**src/rtl/hb_pkg.sv**
```systemverilog
// Shared definitions for the H-bridge controller.
// Assumes gate vectors are ordered {ls_b, hs_b, ls_a, hs_a}.
package hb_pkg;

    typedef logic [3:0] gate_t;

    localparam int GHA = 0;
    localparam int GLA = 1;
    localparam int GHB = 2;
    localparam int GLB = 3;

    // Map the synchronised direction pair {a,b} to the gate pattern
    function automatic gate_t dir_pattern(input logic [1:0] dir);
        gate_t g;
        g = '0;
        unique case (dir)
            2'b10: begin g[GHA] = 1'b1; g[GLB] = 1'b1; end
            2'b01: begin g[GLA] = 1'b1; g[GHB] = 1'b1; end
            2'b00: begin g[GLA] = 1'b1; g[GLB] = 1'b1; end
            default: begin g[GHA] = 1'b1; g[GHB] = 1'b1; end
        endcase
        return g;
    endfunction

endpackage

```
**src/rtl/hb_sync.sv**
```systemverilog
// Two-flop synchroniser for a bundle of slow asynchronous control inputs.
// Assumes each bit is quasi-static, with no bus coherency required.
module hb_sync #(
    parameter int W = 3
) (
    input  logic         clk,
    input  logic         rst_n,
    input  logic [W-1:0] d,
    output logic [W-1:0] q
);
    logic [W-1:0] meta;

    // Two-stage capture into the clock domain
    always_ff @(posedge clk) begin
        if (!rst_n) begin
            meta <= '0;
            q    <= '0;
        end else begin
            meta <= d;
            q    <= meta;
        end
    end
endmodule

```
**src/rtl/hb_dead.sv**
```systemverilog
// Dead-time generator: flags a window with all switches off after a
// direction change. Assumes dir is already synchronous.
module hb_dead #(
    parameter int DEAD_CYC = 2
) (
    input  logic       clk,
    input  logic       rst_n,
    input  logic [1:0] dir,
    output logic       dead_on
);
    localparam int DW = $clog2(DEAD_CYC + 1);
    localparam logic [DW-1:0] DLOAD = DW'(DEAD_CYC);

    logic [1:0]    dir_prev;
    logic [DW-1:0] cnt;
    logic          chg;

    assign chg     = (dir != dir_prev);
    assign dead_on = chg || (cnt != '0);

    // Track last direction and run the off-window counter
    always_ff @(posedge clk) begin
        if (!rst_n) begin
            dir_prev <= '0;
            cnt      <= '0;
        end else begin
            dir_prev <= dir;
            if (chg)
                cnt <= DLOAD;
            else if (cnt != '0)
                cnt <= cnt - 1'b1;
        end
    end
endmodule

```
**src/rtl/hb_mask.sv**
```systemverilog
// Post-enable window during which the lower current trip is ignored.
// Assumes mask_len is held stable across the window.
module hb_mask #(
    parameter int MASK_W = 8
) (
    input  logic              clk,
    input  logic              rst_n,
    input  logic              en,
    input  logic [MASK_W-1:0] mask_len,
    output logic              mask_on
);
    logic              en_prev;
    logic [MASK_W-1:0] cnt;
    logic              rise;

    assign rise    = en && !en_prev;
    assign mask_on = rise || (cnt != '0);

    // Load the window on the enable edge, then count it down
    always_ff @(posedge clk) begin
        if (!rst_n) begin
            en_prev <= 1'b0;
            cnt     <= '0;
        end else begin
            en_prev <= en;
            if (rise)
                cnt <= mask_len;
            else if (cnt != '0)
                cnt <= cnt - 1'b1;
        end
    end
endmodule

```
**src/rtl/hb_retry.sv**
```systemverilog
// Per-transistor off-and-retry timer for the lower current trip.
// Assumes hit is only raised while the transistor is conducting.
module hb_retry #(
    parameter int RETRY_CYC = 12
) (
    input  logic clk,
    input  logic rst_n,
    input  logic en,
    input  logic hit,
    output logic block
);
    localparam int RW = $clog2(RETRY_CYC + 1);
    localparam logic [RW-1:0] RLOAD = RW'(RETRY_CYC);

    logic [RW-1:0] cnt;

    assign block = hit || (cnt != '0);

    // Hold the transistor off for the retry period after a hit
    always_ff @(posedge clk) begin
        if (!rst_n)
            cnt <= '0;
        else if (!en)
            cnt <= '0;
        else if (hit)
            cnt <= RLOAD;
        else if (cnt != '0)
            cnt <= cnt - 1'b1;
    end
endmodule

```
**src/rtl/hbridge_ctrl.sv**
```systemverilog
// H-bridge command decoder with two-tier overcurrent handling.
// Assumes: en/dir inputs asynchronous (synchronised here); comparator
// and fault flags synchronous to clk; gate order {ls_b,hs_b,ls_a,hs_a}.
module hbridge_ctrl
    import hb_pkg::*;
#(
    parameter int RETRY_CYC = 12,
    parameter int DEAD_CYC  = 2,
    parameter int MASK_W    = 8
) (
    input  logic              clk,
    input  logic              rst_n,
    input  logic              en_in,
    input  logic              dir_a_in,
    input  logic              dir_b_in,
    input  logic [MASK_W-1:0] mask_len,
    input  logic [3:0]        oc_lim,
    input  logic [3:0]        oc_trip,
    input  logic              uv_flag,
    input  logic              ov_flag,
    input  logic              hot_flag,
    input  logic              open_load,
    output logic              hs_a,
    output logic              ls_a,
    output logic              hs_b,
    output logic              ls_b,
    output logic              healthy
);
    logic       en_sync;
    logic [1:0] dir_sync;
    logic       dead_on;
    logic       mask_on;
    logic       latched;
    logic       latch_nxt;
    logic       fault_any;
    logic       drive_ok;
    gate_t      gate_q;
    gate_t      gate_nxt;
    gate_t      lim_hit;
    gate_t      blocked;
    logic       health_q;

    hb_sync #(.W(3)) u_sync (
        .clk   (clk),
        .rst_n (rst_n),
        .d     ({en_in, dir_a_in, dir_b_in}),
        .q     ({en_sync, dir_sync})
    );

    hb_dead #(.DEAD_CYC(DEAD_CYC)) u_dead (
        .clk     (clk),
        .rst_n   (rst_n),
        .dir     (dir_sync),
        .dead_on (dead_on)
    );

    hb_mask #(.MASK_W(MASK_W)) u_mask (
        .clk      (clk),
        .rst_n    (rst_n),
        .en       (en_sync),
        .mask_len (mask_len),
        .mask_on  (mask_on)
    );

    assign lim_hit = oc_lim & gate_q & {4{!mask_on}};

    for (genvar i = 0; i < 4; i++) begin : g_retry
        hb_retry #(.RETRY_CYC(RETRY_CYC)) u_retry (
            .clk   (clk),
            .rst_n (rst_n),
            .en    (en_sync),
            .hit   (lim_hit[i]),
            .block (blocked[i])
        );
    end

    // Combine enable, trips, faults and dead-time into the next gate state
    always_comb begin
        fault_any = uv_flag || ov_flag || hot_flag;
        latch_nxt = en_sync && (latched || (|oc_trip));
        drive_ok  = en_sync && !latch_nxt && !fault_any && !dead_on;
        gate_nxt  = drive_ok ? (dir_pattern(dir_sync) & ~blocked) : '0;
    end

    // Register gates, the overcurrent latch and the health flag
    always_ff @(posedge clk) begin
        if (!rst_n) begin
            gate_q   <= '0;
            latched  <= 1'b0;
            health_q <= 1'b1;
        end else begin
            gate_q   <= gate_nxt;
            latched  <= latch_nxt;
            health_q <= !(latch_nxt || fault_any || open_load);
        end
    end

    assign hs_a    = gate_q[GHA];
    assign ls_a    = gate_q[GLA];
    assign hs_b    = gate_q[GHB];
    assign ls_b    = gate_q[GLB];
    assign healthy = health_q;

endmodule

```
**config.mk**
```make
export PLATFORM = sky130hd
export DESIGN_NAME = hbridge_ctrl
export DESIGN_NICKNAME = d
export VERILOG_FILES = /design/src/rtl/hb_pkg.sv /design/src/rtl/hb_sync.sv /design/src/rtl/hb_dead.sv /design/src/rtl/hb_mask.sv /design/src/rtl/hb_retry.sv /design/src/rtl/hbridge_ctrl.sv
export SDC_FILE = /design/constraint.sdc
export NUM_CORES = 1
export LEC_CHECK = 0
export ABC_CLOCK_PERIOD_IN_PS = 2900
export CORE_UTILIZATION = 55
export DETAILED_ROUTE_END_ITERATION = 10
export MAX_ROUTING_LAYER = met4
export PLACE_DENSITY = 0.82
export SLEW_MARGIN = 20
export SYNTH_ARGS = -nofsm -noshare
export SYNTH_HDL_FRONTEND = slang
export SYNTH_SLANG_ARGS = --single-unit
```
**constraint.sdc**
```tcl
create_clock -name clk -period 2.9 [get_ports clk]
set_input_delay 0.87 -clock clk [delete_from_list [all_inputs] [get_ports clk]]
set_output_delay 0.87 -clock clk [all_outputs]
set_load 0.01 [all_outputs]
```
# Word level (Yosys, flattened, before mapping)

Index checks and enable logic that the tools add are counted.

RAM bits: 0
Register bits: 41
ROM bits: 0
Bits of input ports: 25
Bits in latches: 0
Logic and storage cells: 94
Output and inout bits: 5
Memories kept: 0

Reduce and logical (&&, ||, !) cells: 45
Bitwise operators: 6
Shifts and indexed selects: 0
$lt $le $gt $ge: 0
Multiply operators: 0
Div/mod/pow operators: 0
Muxes and demuxes: 16
Add/sub/neg operators: 6
Eq/ne operators: 3

Operators by type and width:

| operator                                                              | number |
|---|---|
| 4-bit 2-to-1 mux                                                      | 8 |
| 8-bit 2-to-1 mux                                                      | 2 |
| 4-bit nonzero test                                                    | 4 |
| 4-bit by 1-bit subtractor with 4-bit output, second input constant    | 4 |
| 2-bit nonzero test                                                    | 7 |
| 4-bit bitwise AND                                                     | 3 |
| 3-bit OR reduction                                                    | 4 |
| 1-bit logical OR                                                      | 11 |
| 8-bit nonzero test                                                    | 1 |
| 8-bit by 1-bit subtractor with 8-bit output, second input constant    | 1 |
| 1-bit logical NOT                                                     | 6 |
| 2-bit OR reduction                                                    | 3 |
| 1-bit logical AND                                                     | 5 |
| 1-bit 2-to-1 mux                                                      | 4 |
| 2-bit 2-to-1 mux                                                      | 2 |
| 4-bit inverter                                                        | 1 |
| 2-bit AND reduction                                                   | 2 |
| 4-bit OR reduction                                                    | 1 |
| 2-bit by 1-bit equality test with 1-bit output, second input constant | 1 |
| 2-bit equality test, second input constant                            | 1 |
| 2-bit logical NOT                                                     | 1 |
| 2-bit inequality test                                                 | 1 |
| 1-bit inverter                                                        | 2 |
| 2-bit by 1-bit subtractor with 2-bit output, second input constant    | 1 |

# Longest topological paths before layout

Gate-level depths: netlist of the first run.

Word-level depth: 8
Mapped depth: 7
Mapped depth without buffers: 6

# Cells and area by module

Synthesis of the first run repeated with hierarchy kept, for this count alone.

Cells, all modules: 205
Area, all modules: 1931.9 sq um

By module, submodules not included:

| module       | cells each | times used | sequential area each (sq um) | area each (sq um) |
|---|---|---|---|---|
| hb_retry     | 24         | 4          | 80.1                         | 222.7 |
| hb_mask      | 56         | 1          | 180.2                        | 474.2 |
| hbridge_ctrl | 27         | 1          | 120.1                        | 256.5 |
| hb_sync      | 12         | 1          | 120.1                        | 157.7 |
| hb_dead      | 14         | 1          | 80.1                         | 152.6 |

# Worst setup path after synthesis of the first run

Ideal clock, no wire load.

Path kind: input-to-reg
Start: input port oc_trip[0]
End: register gate_q[2]
Setup slack: 0.908 ns
Cell stages on the path: 4
Arrival time: 1.896 ns
Path buffers: 0
Data required time: 2.804 ns
Setup time: 0.096 ns
Cell sequence: or4_1 -> nor2_1 -> nand4_1 -> nor4b_1

Longest elaborated chain between the ends: 8

Ends and longest elaborated chain:

| element                         | RTL line           | text |
|---|---|---|
| start, declared                 | hbridge_ctrl.sv:18 | `input logic [3:0] oc_trip,` |
| 4-bit OR reduction              | hbridge_ctrl.sv:80 | `latch_nxt = en_sync && (latched \|\| (\|oc_trip));` |
| 1-bit logical OR                | hbridge_ctrl.sv:80 |  |
| 1-bit logical AND               | hbridge_ctrl.sv:80 |  |
| 1-bit logical NOT               | hbridge_ctrl.sv:81 | `drive_ok = en_sync && !latch_nxt && !fault_any && !dead_on;` |
| 1-bit logical AND (3 in series) | hbridge_ctrl.sv:81 |  |
| 2-bit AND reduction (no line)   | -                  |  |
| end signal, assigned            | hbridge_ctrl.sv:92 | `gate_q <= gate_nxt;` |
| end, declared                   | hbridge_ctrl.sv:37 | `gate_t gate_q;` |

No other way between the ends.
A chain may end at the register's enable or synchronous reset.

# Worst setup path in the final report of the first run

Start: input port oc_trip[0]
End: register gate_q[1]

The elaborated chain is that of the path after synthesis.

==> flow_summary.yaml, run 1 <==
clock_network:
  cts_root_buf: "clkbuf_4"
  htree_num_levels: 2
  clkTransAtPathRegs_ps: 110
  cts_buffers: 5
  clock-sinks: 41
  post_cts_buffers: 0
  ctsHoldBuffers: 0
  clock_path_buffers: 2
  insertion_delay_ps: 350
  cts_tree: "built"
  cts_resized: 0
yosys:
  synth_largest_area_cell: "dfxtp_1"
  avgSynthCellArea_um2: 9.37
  synth_top_area_share_pct: 46.8
  syn-cell-area_mm2: 0.00175
  synth_fp_nets: 217
  syn_inst: 187
  synth_cell_types: 40
  async_flop_share_pct: 0
  ys_warn_count: 0
  ys_seq_area_share_pct: 46.8
  synth-seq-cells: 41
  yosys-top-cells-area: "dfxtp_1, nor2_1, ha_1"
  synth-edff-count: 0
  ys.flop_type: "dfxtp_1"
grt:
  antenna_found_initial: 0
  grt_pass1_wl_mm: 5.63
  gr-total-overflow: 0
  grt_pass1_vias: 1416
  grt_max_degree: 19
  grtUsageTotal_pct: 22.7
floorplanning:
  rows: 20
  coreArea_mm2: 0.00303
  initial_core_util_pct: 57.9
  num_io_pins: 30
  dieArea_mm2: 0.00342
  die_h_um: 58.5
  die_x_um: 58.5
critical_path:
  r2r_setup_slack_ps: 760
  cp_cell_sequence: "clkdlybuf4s50_1, or4_1, nor2_1, nand4_1, nor4_1"
  r2r_cells: 6
  path_max_fanout: 4
  cp_slowest_cell: "or4_1"
  startpoint_type: "primary input"
  cp.arrival_ps: 2420
  r2r-end: "g_retry[1].u_retry.cnt[1]"
  crit_path_max_incr_delay_ps: 510
  rr_startpoint: "u_mask.cnt[1]"
  critPathCaptureType: "register"
  critPathBufInv: 1
  crit_type: "in2reg"
  crit_required_ps: 3160
  critPathTopFamily: "simple AND/OR/NAND/NOR gates"
drt:
  wl_per_cell_um: 12.5
  drtAntennaViolNets: 0
  viasPerCell: 5.43
  drc: 0
  drt_iter0_markers: 45
  vias: 1444
  wirelength_mm: 3.33
  drt_pre_antenna_iters: 4
min_path:
  min_from: "u_sync.meta[0]"
  whs_endpoint: "u_sync.q[0]"
  holdPathStages: 1
  hp-class: "reg2reg"
sta:
  period_share_pct: 74.2
  slew_viol_final: 0
  rsz0062_at_grt: "no"
  setup_violations: 0
  final.setup.tns_ps: 0
  hold_viol: 0
  fmax_ghz: 0.465
  slew_headroom_pct: 66.0
  finClkSkew_ps: 7.57
  worst_pin_slew_ps: 508
  min_period_ps: 2150
job:
  cap_violations: 0
place:
  place_inst: 258
  gp_congestion: 0.739
  hpwl_mm: 2.57
  port_buffers: 29
power:
  p_total_mw: 1.37
  p_leak_nw: 0.794
  powerDensity_mw_per_mm2: 642
  ir_drop_v: 0.000481
final_layout:
  final_cells: 266
  fillerInstances: 261
  area.growth.synth_to_final_pct: 22.1
  n_antenna_cell: 0
  post-route-util_pct: 70.7
  layout_common_cells: "dfxtp_1, clkdlybuf4s50_1, nor2_1"
  nNetsFinal: 251
  drive_gt1_share_pct: 10.8
  layout_commonest_cell: "dfxtp_1"
status:
  outcome: "completed"
==> per-stage QoR <==
step                cell area (um2)  setup WS [ps]  hold WS, ps
finish                         2140            748          447
global route                   2140            642          463
CTS                            2140            731          448
detailed placement             2090            356          422
global placement               2090            429          416
floorplan                      1750            908          412
==> registers in the layout, indices dropped and copies added (netlist names) <==
name / flops
u_dead.cnt: 2
u_mask.en_prev: 1
u_mask.cnt: 8
gate_q: 4
g_retry.u_retry.cnt: 16
u_sync.meta: 3
u_dead.dir_prev: 2
latched: 1
u_sync.q: 3
healthy: 1
==> report_power, final <==
part | switching (mW) | internal, mW
sequential | 0.0633 | 0.626
combinational | 0.201 | 0.214
clock | 0.173 | 0.0967
==> cells by family after synthesis <==
family	synth area share (%)
XOR/XNOR	4.50
AND/OR/NAND/NOR	28.3
AO/OA/AOI/OAI	11.6
buffers and inverters	3.85
multiplexers	1.28
flip-flops	46.8
adder cells (fa/ha/maj)	3.57
==> worst reg2reg max path, cell delays in order (launching register included) <==
cell       delay [ps]
dfxtp_1           340
inv_1              90
ha_1              210
or4b_4            530
nor3_4            490
and3_2            310
a2111oi_0          70
==> how the worst max path moves through the flow <==
| stage | slack (ps) | cells past startpoint | endpoint | startpoint |
|---|---|---|---|---|
| after floorplan | 910 | 4 | gate_q[2] | oc_trip[0] |
| after global placement | 430 | 5 | gate_q[2] | oc_trip[0] |
| after detailed placement | 360 | 5 | gate_q[2] | oc_trip[0] |
| after CTS | 730 | 1 | ls_b | gate_q[3] |
| after global routing | 640 | 6 | g_retry[0].u_retry.cnt[1] | u_mask.cnt[1] |
| final | 750 | 5 | gate_q[1] | oc_trip[0] |
==> layout make-up <==
cell class / instances / area [um2] / share of cell area (%)
flip-flops and latches: 41 / 821 / 38.4
multi-input cells: 130 / 865 / 40.4
repair buffers: 31 / 305 / 14.3
clock buffers: 8 / 48.8 / 2.28
inverters: 12 / 45.0 / 2.11
well taps: 44 / 55.1 / 2.57
==> synth_stat cells, types with 5 or more instances <==
library cell / count
inv_1: 12
or3_1: 6
a21oi_1: 12
nor3_1: 10
and2_1: 8
nand2_1: 9
xnor2_1: 7
a211oi_1: 5
ha_1: 5
nor2_1: 19
dfxtp_1: 41
==> per-layer routing <==
layer	global-route usage, %	part of all wire [%]	wire length [um]	up-vias
met5	-	0	0	-
met4	8.50	1.5	51	0
met3	7.25	4.4	147	7
met2	38.6	50	1650	28
met1	24.7	44	1480	677
li1	-	-	-	732
No activity file was read; power rests on OpenSTA's default activity.
==> run 2: changes to the inputs <==
Settings changed: ABC_CLOCK_PERIOD_IN_PS 2900 to 1870, CORE_UTILIZATION 55 to 47, PLACE_DENSITY 0.82 to 0.75.
Clock period 2.9 ns to 1.87 ns, I/O delays scaled along.
==> run 2 against run 1 <==
Against the previous run: core utilization down 4.2 points; via count up 0.42%; count of clock-buffer cells in the layout down 1; non-clock buffer count up 8; worst setup slack worse by 680 ps; first-iteration DRC count up 140%; sequential share of layout area down 2.4 points; largest power group unchanged; register-to-register slack worse by 660 ps; global-route usage down 1.9 points; hold slack worse by 13 ps; die area up 16%; critical path depth unchanged.
==> flow_summary.yaml, run 2 (synthesis results as in run 1) <==
grt:
  antenna_found_initial: 0
  grt_pass1_wl_mm: 6.27
  gr-total-overflow: 0
  grt_pass1_vias: 1490
  grtUsageTotal_pct: 20.8
  grt_max_degree: 14
drt:
  wl_per_cell_um: 13.2
  drt_pre_antenna_iters: 4
  drc: 0
  vias: 1450
  wirelength_mm: 3.63
  drtAntennaViolNets: 0
  viasPerCell: 5.27
  drt_iter0_markers: 109
sta:
  fmax_ghz: 0.556
  final.setup.tns_ps: 0
  finClkSkew_ps: 6.92
  setup_violations: 0
  worst_pin_slew_ps: 464
  hold_viol: 0
  slew_viol_final: 0
  slew_headroom_pct: 69.1
  period_share_pct: 96.2
  min_period_ps: 1800
floorplanning:
  initial_core_util_pct: 50.9
  dieArea_mm2: 0.00398
  num_io_pins: 30
  rows: 21
  coreArea_mm2: 0.00344
  die_x_um: 63.1
  die_h_um: 63.1
place:
  hpwl_mm: 2.71
  gp_congestion: 0.747
  port_buffers: 29
min_path:
  whs_endpoint: "u_sync.q[1]"
  hp-class: "reg2reg"
  holdPathStages: 1
  min_from: "u_sync.meta[1]"
final_layout:
  n_antenna_cell: 0
  top_regs: "g_retry.u_retry.cnt x16, u_mask.cnt x8, gate_q x4"
  largest_reg_flops: 16
  multi_input_area_um2: 898
  drive_gt1_share_pct: 17.5
  nNetsFinal: 259
  fillerInstances: 282
  layout_common_cells: "dfxtp_1, clkdlybuf4s50_1, nor2_1"
  post-route-util_pct: 66.4
  layout_commonest_cell: "dfxtp_1"
  regArea_um2: 822
  area.growth.synth_to_final_pct: 30.5
  regMostFlops: "g_retry.u_retry.cnt"
clock_network:
  clock_path_buffers: 2
  htree_num_levels: 2
  cts_root_buf: "clkbuf_8"
  cts_tree: "built"
  cts_buffers: 5
  clkTransAtPathRegs_ps: 70
  insertion_delay_ps: 290
  ctsHoldBuffers: 0
  clock-sinks: 41
critical_path:
  crit_type: "in2reg"
  crit_start: "oc_trip[2]"
  r2r_setup_slack_ps: 100
  critPathCaptureType: "register"
  r2r_cells: 7
  cp.arrival_ps: 2000
  startpoint_type: "primary input"
  path_max_fanout: 4
  r2r-end: "u_mask.cnt[0]"
  crit_required_ps: 2070
  rr_startpoint: "u_mask.cnt[0]"
status:
  outcome: "completed"
power:
  powerDensity_mw_per_mm2: 1080
  p_leak_nw: 0.864
  p_total_mw: 2.46
  ir_drop_v: 0.000695
job:
  cap_violations: 0
## run 2: worst max-delay path by stage
stage	endpoint	slack, ps
2_1_floorplan	g_retry[0].u_retry.cnt[1]	80
3_3_place_gp	gate_q[2]	-300
3_5_place_dp	gate_q[2]	-380
4_1_cts	u_mask.cnt[0]	10
5_1_grt	gate_q[2]	-4
6_report	gate_q[2]	70
## run 2: per-layer routing
| layer | part of all wire, % | track usage (%) | routed length, um |
|---|---|---|---|
| met1 | 45 | 23.1 | 1650 |
| met3 | 2.8 | 4.35 | 100 |
| met2 | 51 | 36.0 | 1840 |
| met5 | 0 | - | 0 |
| met4 | 1.1 | 8.14 | 40 |
## run 2: power by group
part | internal (mW) | switching [mW] | total, mW | leakage [nW]
sequential | 0.973 | 0.0940 | 1.07 | 0.335
clock | 0.293 | 0.279 | 0.572 | 0.0443
combinational | 0.469 | 0.352 | 0.821 | 0.485
## run 2: what timing repair did
| action | CTS | global route |
|---|---|---|
| endpoints found under the setup margin | 5 | 19 |
| setup buffers | 0 | 1 |
| pin swaps | 3 | 4 |
| resized for setup | 5 | 8 |
## run 2: final cells by class
type	count	share of cell area, %
Timing Repair Buffer	39	16.5
Inverter	12	1.97
Clock buffer	7	3.77
Sequential cell	41	35.9
Multi-Input combinational cell	130	39.3
Tap cell	46	2.52
## run 2: through the flow
stage | area (um2) | instances | hold slack [ps] | setup WS (ps)
6_report | 2290 | 275 | 434 | 70.6
5_1_grt | 2290 | 275 | 460 | -4.17
4_1_cts | 2240 | 274 | 435 | 12.7
3_5_place_dp | 2160 | 267 | 418 | -382
3_3_place_gp | 2160 | 267 | 417 | -300
2_1_floorplan | 1750 | 187 | 412 | 84.5
## run 2: critical path: stages
cell and delay, ps:
dlygate4sd2_1 220, or4_1 520, nor2_2 110, nand4_1 260
nor4b_2 320
